--- config.mk ---
export PLATFORM = sky130hd
export DESIGN_NAME = radix2_dif_butterfly
export DESIGN_NICKNAME = d
export VERILOG_FILES = /design/src/rtl/bfly_pkg.sv /design/src/rtl/bfly_delay.sv /design/src/rtl/bfly_presum.sv /design/src/rtl/bfly_sa_mult.sv /design/src/rtl/bfly_post.sv /design/src/rtl/radix2_dif_butterfly.sv
export SDC_FILE = /design/constraint.sdc
export NUM_CORES = 1
export LEC_CHECK = 0
export BUFFER_PORTS_ARGS = -buffer_cell sky130_fd_sc_hd__buf_2
export CORE_MARGIN = 3
export CORE_UTILIZATION = 55
export CTS_CLUSTER_SIZE = 12
export DETAILED_ROUTE_END_ITERATION = 12
export PLACE_DENSITY = 0.71
export REMOVE_ABC_BUFFERS = 1
export SYNTH_ARGS = -nofsm -noshare
export SYNTH_HDL_FRONTEND = slang
export SYNTH_HIERARCHICAL = 1
export SYNTH_SLANG_ARGS = --single-unit
--- constraint.sdc ---
create_clock -name clk -period 4.95 [get_ports clk]
set_clock_uncertainty 0.2 [all_clocks]
set_input_delay 0.99 -clock clk [delete_from_list [all_inputs] [get_ports clk]]
set_output_delay 0.99 -clock clk [all_outputs]
set_load 0.03 [all_outputs]
--- src/rtl/bfly_pkg.sv ---
package bfly_pkg;
  // Indices of the three real products of the rotation.
  localparam int PROD_A = 0;  // wr * (dr + di)
  localparam int PROD_B = 1;  // dr * (wi - wr)
  localparam int PROD_C = 2;  // di * (wr + wi)
  localparam int NPROD  = 3;

  // Input register + one stage per multiplier bit (CW+1) + combine + round.
  function automatic int bfly_latency(input int coef_w);
    return coef_w + 4;
  endfunction
endpackage

--- src/rtl/bfly_delay.sv ---
module bfly_delay #(
  parameter int W   = 1,
  parameter int D   = 1,
  parameter bit CLR = 1'b0
) (
  input  logic         clk,
  input  logic         rst,
  input  logic         en,
  input  logic [W-1:0] d_i,
  output logic [W-1:0] q_o
);
  logic [W-1:0] pipe [D];

  always_ff @(posedge clk) begin
    if (CLR && rst) begin
      for (int i = 0; i < D; i++) pipe[i] <= '0;
    end else if (en) begin
      pipe[0] <= d_i;
      for (int i = 1; i < D; i++) pipe[i] <= pipe[i-1];
    end
  end

  assign q_o = pipe[D-1];
endmodule

--- src/rtl/bfly_presum.sv ---
module bfly_presum
  import bfly_pkg::*;
#(
  parameter int IW = 8,
  parameter int CW = 8
) (
  input  logic                 clk,
  input  logic                 en,
  input  logic signed [IW-1:0] a_re,
  input  logic signed [IW-1:0] a_im,
  input  logic signed [IW-1:0] b_re,
  input  logic signed [IW-1:0] b_im,
  input  logic signed [CW-1:0] w_re,
  input  logic signed [CW-1:0] w_im,
  output logic signed [IW:0]   sum_re,
  output logic signed [IW:0]   sum_im,
  output logic signed [IW+1:0] mx [NPROD],
  output logic signed [CW:0]   my [NPROD]
);
  localparam int DW = IW + 1;
  localparam int AW = IW + 2;
  localparam int BW = CW + 1;

  logic signed [DW-1:0] d_re, d_im;

  always_comb begin
    d_re = DW'(a_re) - DW'(b_re);
    d_im = DW'(a_im) - DW'(b_im);
  end

  always_ff @(posedge clk) begin
    if (en) begin
      sum_re     <= DW'(a_re) + DW'(b_re);
      sum_im     <= DW'(a_im) + DW'(b_im);
      mx[PROD_A] <= AW'(d_re) + AW'(d_im);
      my[PROD_A] <= BW'(w_re);
      mx[PROD_B] <= AW'(d_re);
      my[PROD_B] <= BW'(w_im) - BW'(w_re);
      mx[PROD_C] <= AW'(d_im);
      my[PROD_C] <= BW'(w_re) + BW'(w_im);
    end
  end
endmodule

--- src/rtl/bfly_sa_mult.sv ---
module bfly_sa_mult #(
  parameter int AW = 10,
  parameter int BW = 9
) (
  input  logic                    clk,
  input  logic                    en,
  input  logic signed [AW-1:0]    a_i,
  input  logic signed [BW-1:0]    b_i,
  output logic signed [AW+BW-1:0] p_o
);
  localparam int PW = AW + BW;

  // One register stage per bit of b; the top bit carries negative weight.
  for (genvar j = 0; j < BW; j++) begin : g_st
    localparam int RW = BW - j;
    logic signed [PW-1:0] acc_in, term, acc_q;
    logic signed [AW-1:0] a_in;
    logic [RW-1:0]        b_in;

    if (j == 0) begin : g_head
      assign acc_in = '0;
      assign a_in   = a_i;
      assign b_in   = b_i;
    end else begin : g_body
      assign acc_in = g_st[j-1].acc_q;
      assign a_in   = g_st[j-1].g_keep.a_q;
      assign b_in   = g_st[j-1].g_keep.b_q;
    end

    assign term = b_in[0] ? (PW'(a_in) <<< j) : '0;

    always_ff @(posedge clk) begin
      if (en) begin
        if (j == BW - 1) acc_q <= acc_in - term;
        else             acc_q <= acc_in + term;
      end
    end

    if (j < BW - 1) begin : g_keep
      logic signed [AW-1:0] a_q;
      logic [RW-2:0]        b_q;
      always_ff @(posedge clk) begin
        if (en) begin
          a_q <= a_in;
          b_q <= b_in[RW-1:1];
        end
      end
    end
  end

  assign p_o = g_st[BW-1].acc_q;
endmodule

--- src/rtl/bfly_post.sv ---
module bfly_post
  import bfly_pkg::*;
#(
  parameter int IW = 8,
  parameter int CW = 8,
  parameter int OW = 10
) (
  input  logic                    clk,
  input  logic                    en,
  input  logic signed [IW+CW+2:0] prod_i [NPROD],
  input  logic signed [IW:0]      sum_re_i,
  input  logic signed [IW:0]      sum_im_i,
  output logic signed [OW-1:0]    sum_re_o,
  output logic signed [OW-1:0]    sum_im_o,
  output logic signed [OW-1:0]    dif_re_o,
  output logic signed [OW-1:0]    dif_im_o
);
  localparam int PW = IW + CW + 3;
  localparam int XW = PW + 1;
  localparam int SH = CW - 2;
  localparam logic signed [XW-1:0] HALF = XW'(1) <<< (SH - 1);

  logic signed [XW-1:0] sre_q, sim_q, dre_q, dim_q;

  // Combine: sum branch brought to the product scale.
  always_ff @(posedge clk) begin
    if (en) begin
      dre_q <= XW'(prod_i[PROD_A]) - XW'(prod_i[PROD_C]);
      dim_q <= XW'(prod_i[PROD_A]) + XW'(prod_i[PROD_B]);
      sre_q <= XW'(sum_re_i) <<< SH;
      sim_q <= XW'(sum_im_i) <<< SH;
    end
  end

  // Round to nearest (ties up) and drop the twiddle scale.
  always_ff @(posedge clk) begin
    if (en) begin
      sum_re_o <= OW'((sre_q + HALF) >>> SH);
      sum_im_o <= OW'((sim_q + HALF) >>> SH);
      dif_re_o <= OW'((dre_q + HALF) >>> SH);
      dif_im_o <= OW'((dim_q + HALF) >>> SH);
    end
  end
endmodule

--- src/rtl/radix2_dif_butterfly.sv ---
module radix2_dif_butterfly
  import bfly_pkg::*;
#(
  parameter int IW = 8,
  parameter int CW = 8,
  parameter int OW = IW + 2
) (
  input  logic                 clk,
  input  logic                 rst,
  input  logic                 in_valid,
  output logic                 in_ready,
  input  logic                 in_sync,
  input  logic signed [IW-1:0] in_a_re,
  input  logic signed [IW-1:0] in_a_im,
  input  logic signed [IW-1:0] in_b_re,
  input  logic signed [IW-1:0] in_b_im,
  input  logic signed [CW-1:0] in_w_re,
  input  logic signed [CW-1:0] in_w_im,
  output logic                 out_valid,
  input  logic                 out_ready,
  output logic                 out_sync,
  output logic signed [OW-1:0] out_sum_re,
  output logic signed [OW-1:0] out_sum_im,
  output logic signed [OW-1:0] out_dif_re,
  output logic signed [OW-1:0] out_dif_im
);
  localparam int DW  = IW + 1;
  localparam int AW  = IW + 2;
  localparam int BW  = CW + 1;
  localparam int PW  = AW + BW;
  localparam int LAT = bfly_latency(CW);

  logic advance;
  assign advance  = out_ready;
  assign in_ready = out_ready;

  logic signed [DW-1:0] s_re, s_im;
  logic signed [AW-1:0] mx [NPROD];
  logic signed [BW-1:0] my [NPROD];
  logic signed [PW-1:0] prod [NPROD];

  bfly_presum #(.IW(IW), .CW(CW)) u_presum (
    .clk(clk), .en(advance),
    .a_re(in_a_re), .a_im(in_a_im), .b_re(in_b_re), .b_im(in_b_im),
    .w_re(in_w_re), .w_im(in_w_im),
    .sum_re(s_re), .sum_im(s_im), .mx(mx), .my(my)
  );

  for (genvar k = 0; k < NPROD; k++) begin : g_mul
    bfly_sa_mult #(.AW(AW), .BW(BW)) u_mult (
      .clk(clk), .en(advance), .a_i(mx[k]), .b_i(my[k]), .p_o(prod[k])
    );
  end

  logic [2*DW-1:0] sum_dly;
  bfly_delay #(.W(2*DW), .D(BW), .CLR(1'b0)) u_sum_dly (
    .clk(clk), .rst(rst), .en(advance),
    .d_i({s_re, s_im}), .q_o(sum_dly)
  );

  logic [1:0] ctrl_q;
  bfly_delay #(.W(2), .D(LAT), .CLR(1'b1)) u_ctrl_dly (
    .clk(clk), .rst(rst), .en(advance),
    .d_i({in_valid, in_valid & in_sync}), .q_o(ctrl_q)
  );
  assign out_valid = ctrl_q[1];
  assign out_sync  = ctrl_q[0];

  bfly_post #(.IW(IW), .CW(CW), .OW(OW)) u_post (
    .clk(clk), .en(advance), .prod_i(prod),
    .sum_re_i($signed(sum_dly[2*DW-1:DW])), .sum_im_i($signed(sum_dly[DW-1:0])),
    .sum_re_o(out_sum_re), .sum_im_o(out_sum_im),
    .dif_re_o(out_dif_re), .dif_im_o(out_dif_im)
  );
endmodule

Word-level counts from Yosys, hierarchy flattened
Memories as Yosys holds them, arrays and structs flattened. A register that Yosys moved wholly into a read port is not among the register bits.
Index checks and enable logic that the tools add are counted.
Widths: inputs -> output; s select.

storage, ports and cells
  register bits after elaboration = 876
  memory bits (writable) = 186
  input port bits = 53
  logic and storage cells = 183
  memories kept = 2

operators by class
  $add $sub $neg = 37
  multiplexer cells = 42
  bitwise operators = 13

memories
  memory           depth  width  rd ports  clocked after memory_dff  wr ports  line              RTL
  u_sum_dly.pipe   9      18     9         1                         9         bfly_delay.sv:12  logic [W-1:0] pipe [D];
  u_ctrl_dly.pipe  12     2      12        0                         12        bfly_delay.sv:12

operators by type and width
  cell                   number
  $mux 16                24
  $add 16x16->16         19
  $sub 16x16->16         4
  $add 15x7->16 const B  2
  $add 16x7->16 const B  2
  $add 9x16->16          2
  $add 8x8->9            3
  $sub 8x8->9            3
  $mux 2                 12
  $add 10x16->16         1
  $or 1x1->1             12
  $add 9x9->10           1
  $mux 1                 6
  $and 1x1->1            1

Logic depth before layout (Yosys ltp)
  depth after elaboration = 4
  mapped depth = 16
  depth with buffers taken out = 16

By module
Netlist, hierarchy kept.

modules (own cells, without submodules)
  module                          times used  cells an instance  area each (um^2)  sequential area each (um^2)
  bfly_sa_mult (g_mul[2].u_mult)  1           965                13360.3           8348.0
  bfly_sa_mult (g_mul[1].u_mult)  1           954                13295.3           8348.0
  bfly_sa_mult (g_mul[0].u_mult)  1           956                13284.0           8348.0
  bfly_delay (u_sum_dly)          1           180                4999.8            4864.7
  bfly_presum                     1           369                4362.9            2072.0
  bfly_post                       1           301                3955.0            2342.2
  bfly_delay (u_ctrl_dly)         1           55                 975.9             720.7
  radix2_dif_butterfly            1           2                  13.8              0.0

Worst setup path before layout
Ideal clock, no wire load.

  path type = in2reg
  start = in in_a_re[0]
  end = reg u_presum/mx[28] (netlist name) (data pin)
  setup time = 260 ps
  data arrival time = 3376 ps
  data required time = 4490 ps
  setup slack = 1114 ps
  stages = 12
  path buffers = 0
  path through = inv_1 > ha_1 > inv_1 > fa_1 > fa_1 > a21o_1 > a21oi_1 > o21bai_1 > a41oi_1 > o31ai_1 > maj3_2 > xor2_1

between the ends
  word-level cells in the longest chain between the ends = 2

ends and longest elaborated chain
  what                           line                        RTL
  start, declared                radix2_dif_butterfly.sv:13  input logic signed [IW-1:0] in_a_re,
  $sub 8x8->9                    bfly_presum.sv:27           d_re = DW'(a_re) - DW'(b_re);
  named net u_presum.d_re[1]     bfly_presum.sv:24           logic signed [DW-1:0] d_re, d_im;
  $add 9x9->10                   bfly_presum.sv:35           mx[PROD_A] <= AW'(d_re) + AW'(d_im);
  end signal, assigned by index  bfly_presum.sv:35
  end signal, assigned by index  bfly_presum.sv:37           mx[PROD_B] <= AW'(d_re);
  end signal, assigned by index  bfly_presum.sv:39           mx[PROD_C] <= AW'(d_im);
  end, declared                  bfly_presum.sv:17           output logic signed [IW+1:0] mx [NPROD],

The timed path passes the listed nets, and every way through them passes these cells.
A chain may end at the register's enable or synchronous reset.

Final worst setup path
Ends and elaborated chain as after synthesis.

==> reports/results.tsv <==
stage	metric	value	unit
logic_synthesis	Synth warnings	6	
min_path	Hold Crit Class	register to register	
worst_setup_path	delay-heaviest family, CP	adder cells	
timing	TNS Setup	0	ps
global_routing	Tot GR Track Use	16.7	%
place	HPWL Detailed	53.1	mm
place	number of port buffers	95	
worst_setup_path	Worst Path Arrival	3840	ps
cts	Post-CTS Hold Fix Bufs	0	
cells_and_area	Layout fillers	6329	
pwr	P_leak	20.7	nW
run_status	outcome	complete, no violations	
pwr	Psw	6.93	mW
place	GP Congestion	0.883	
timing	Final Hold Fails	0	
worst_setup_path	crit path capture	u_presum/mx[28]	
pwr	Comb pwr share	21.5	%
worst_setup_path	crit path from	in_a_re[0]	
global_routing	first-pass GRT wire length	124	mm
pwr	Flop pwr share	49.4	%
floorplanning	die area	91800	µm²
drt	Post-route DRC	0	
worst_setup_path	crit path capture type	register	
worst_setup_path	Setup Crit Path Kind	input port to register	
cells_and_area	share of cells above drive strength 1	8.66	%
drt	Routed wire per std cell	16.4	µm
timing	setup ws final	1310	ps
pwr	Tot Pwr	25.9	mW
cts	clk sinks	1086	
logic_synthesis	Synth Instances	3214	
pwr	Sw Ratio	26.8	%
cts	Worst-path clk slew	60	ps
global_routing	initial antenna violation count	0	
worst_setup_path	slowest CP cell	fa_1	
timing	crit path time final	3640	ps
worst_setup_path	CP required	5150	ps
timing	RSZ-0062 raised after global routing	no	
timing	f_max	0.275	GHz
cts	PostCTS Resize Cnt	0	
worst_setup_path	RR Endpoint	g_mul[2].u_mult/g_st[5].acc_q[15]	
cells_and_area	area grow syn2layout	10.5	%
drt	routed via count	24755	
cells_and_area	ANT cells	0	
drt	First-pass DRT Iterations	5	
cells_and_area	Nets	3820	
floorplanning	Die X	303	µm
cells_and_area	combined area of the multi-input logic cells	15000	µm²
cells_and_area	FF+latch area	32600	µm²
cts	postcts setup bufs	0	
floorplanning	Core ar.	87200	µm²
worst_setup_path	R2R setup slack	1900	ps
cts	CTS Buffer Depth	3	
worst_setup_path	worst path bufs/invs	3	
worst_setup_path	RR Startpoint	g_mul[2].u_mult/g_st[4].g_keep.b_q[0]	
timing	Rel. slew slack	34.5	%
worst_setup_path	Worst R2R Path Depth	9	
timing	Tightest Pin Transition	983	ps
cts	Clk Latency, worst-skew pair	660	ps
timing	fin crit share	73.5	%
floorplanning	initial core utilization	55.7	%
place	worst slack, placed	648	ps
pwr	Max rail drop VDD	0.000307	V
logic_synthesis	syn_area_per_cell	15.1	µm²
drt	Vias/cell	5.36	
pwr	cell internal pwr	18.9	mW
floorplanning	Die Y	303	µm
pwr	pwr/cell area	482	nW/µm²
drt	antenna-violating nets left	0	
worst_setup_path	CP max stage delay	400	ps
cts	CTS buffer count	111	
global_routing	largest net degree at the start of global routing	135	
cts	CTS H-tree lvls	3	
job	maxcap violations	0	
logic_synthesis	Netlist Area Pre-Place	48500	µm²
cts	clock root cell	clkbuf_16	
worst_setup_path	critical-path maximum fanout	4	
drt	final wirelength	75.7	mm
worst_setup_path	WP depth	14	
global_routing	vias in the first global route	25485	
pwr	clock network fraction of total power	29.1	%
cts	CTS tree	built	
floorplanning	row cnt	108	
drt	starting DRC count in detailed routing	1439	
worst_setup_path	CP Cell Sequence	buf_2 -> inv_1 -> ha_1 -> inv_1 -> fa_1 -> xor2_1 -> ha_1 -> a21o_1 -> a21oi_1 -> o21bai_1 -> a41oi_1 -> o31ai_1 -> maj3_2 -> xor2_1	
worst_setup_path	Critical Path Source Type	input port	
global_routing	global route overflow	0	
timing	max-slew violations	0	
timing	Final setup viols	0	
floorplanning	IO Count	96	
-- per-stage QoR --
step           utilization (%)  cells  hold slack [ps]  cell area [µm²]
4_1_cts                   61.5   4618              194            53600
3_3_place_gp              57.7   4432              200            50300
3_5_place_dp              57.7   4432              205            50300
5_1_grt                   61.5   4618              206            53600
2_1_floorplan                -   3168              200            48200
6_report                  61.5   4618              201            53600
-- worst min-delay path by stage --
stage	from	endpoint	slack, ps	cells after the start
finish	g_mul[2].u_mult/g_st[4].acc_q[1]	g_mul[2].u_mult/g_st[5].acc_q[1]	200	0
global placement	u_post/sre_q[7]	u_post/sum_re_o[1]	200	0
global route	g_mul[0].u_mult/g_st[6].acc_q[0]	g_mul[0].u_mult/g_st[7].acc_q[0]	210	0
detailed placement	g_mul[0].u_mult/g_st[1].g_keep.b_q[2]	g_mul[0].u_mult/g_st[2].g_keep.b_q[1]	200	0
CTS	g_mul[2].u_mult/g_st[4].acc_q[1]	g_mul[2].u_mult/g_st[5].acc_q[1]	190	0
floorplan	u_presum/my[19]	g_mul[0].u_mult/g_st[0].g_keep.b_q[0]	200	0
-- registers in the layout (all words and copies together) (netlist names) --
signal and cells:
u_presum/sum_im 9, g_mul.u_mult/g_st.acc_q 366, u_presum/my 25, g_mul.u_mult/g_st.g_keep.a_q 231, g_mul.u_mult/p_o 48, u_post/dim_q 11, u_ctrl_dly/pipe 24, u_post/sim_q 9
u_sum_dly/pipe 162, u_post/dif_im_o 10, u_presum/mx 26, u_post/dif_re_o 10, u_presum/sum_re 9, u_post/sum_im_o 9, u_post/sre_q 9, g_mul.u_mult/g_st.g_keep.b_q 108
u_post/dre_q 11, u_post/sum_re_o 9
-- metal layers --
| layer | track usage [%] | routed length [µm] | up-vias |
|---|---|---|---|
| met5 | 0 | 0 | - |
| met3 | 2.53 | 2460 | 157 |
| met1 | 20.3 | 31800 | 11858 |
| li1 | - | - | 12343 |
| met4 | 6.57 | 2460 | 0 |
| met2 | 29.9 | 38900 | 397 |
-- worst register-to-register path, cell delays in order (launching register included) --
cell and delay [ps]:
edfxtp_1 500, and2_1 200, ha_1 230, fa_1 450
a21o_1 190, a211oi_1 320, o21ai_0 200, a31o_2 280
a21oi_1 160, xnor2_1 80
-- area by class of cell --
cell class | instances | area share (%)
Clock inverter | 46 | 0.644
Timing Repair Buffer | 109 | 1.29
Inverter | 151 | 1.06
Clock buffer | 140 | 5.46
Multi-Input combinational cell | 1931 | 28.0
Sequential cell | 1086 | 60.8
Tap cell | 1155 | 2.70
-- power groups by stage --
stage,clock [mW],combinational (mW),sequential [mW]
after floorplan,0,4.18,12.8
after detailed placement,0,5.50,13.0
final,7.52,5.55,12.8
after global routing,8.14,6.24,12.9
after global placement,0,5.27,13.0
after CTS,7.76,5.55,12.8
-- placed cells by master, fill, tap and decap left out, types with 11 or more instances in the layout --
cell type  count
nand3_1       37
a21oi_1      195
edfxtp_1    1086
o21a_1        39
nand2b_1      29
a211oi_1      24
xor2_1        83
clkinv_1      24
nor4_1        11
fa_1          31
clkbuf_16    113
nor2_1       106
inv_1        151
o31ai_1       11
nor3_1        24
a31oi_1       17
and3b_1       17
o21ai_0      104
and2_1       237
o21bai_1      36
nand2_1      108
a211o_1       11
ha_1         346
clkbuf_1      27
buf_2         94
a21o_1        70
xnor2_1      192
nand4_1       17
nor2b_1       34
or2_2         13
(Power assumes the default switching activity.)
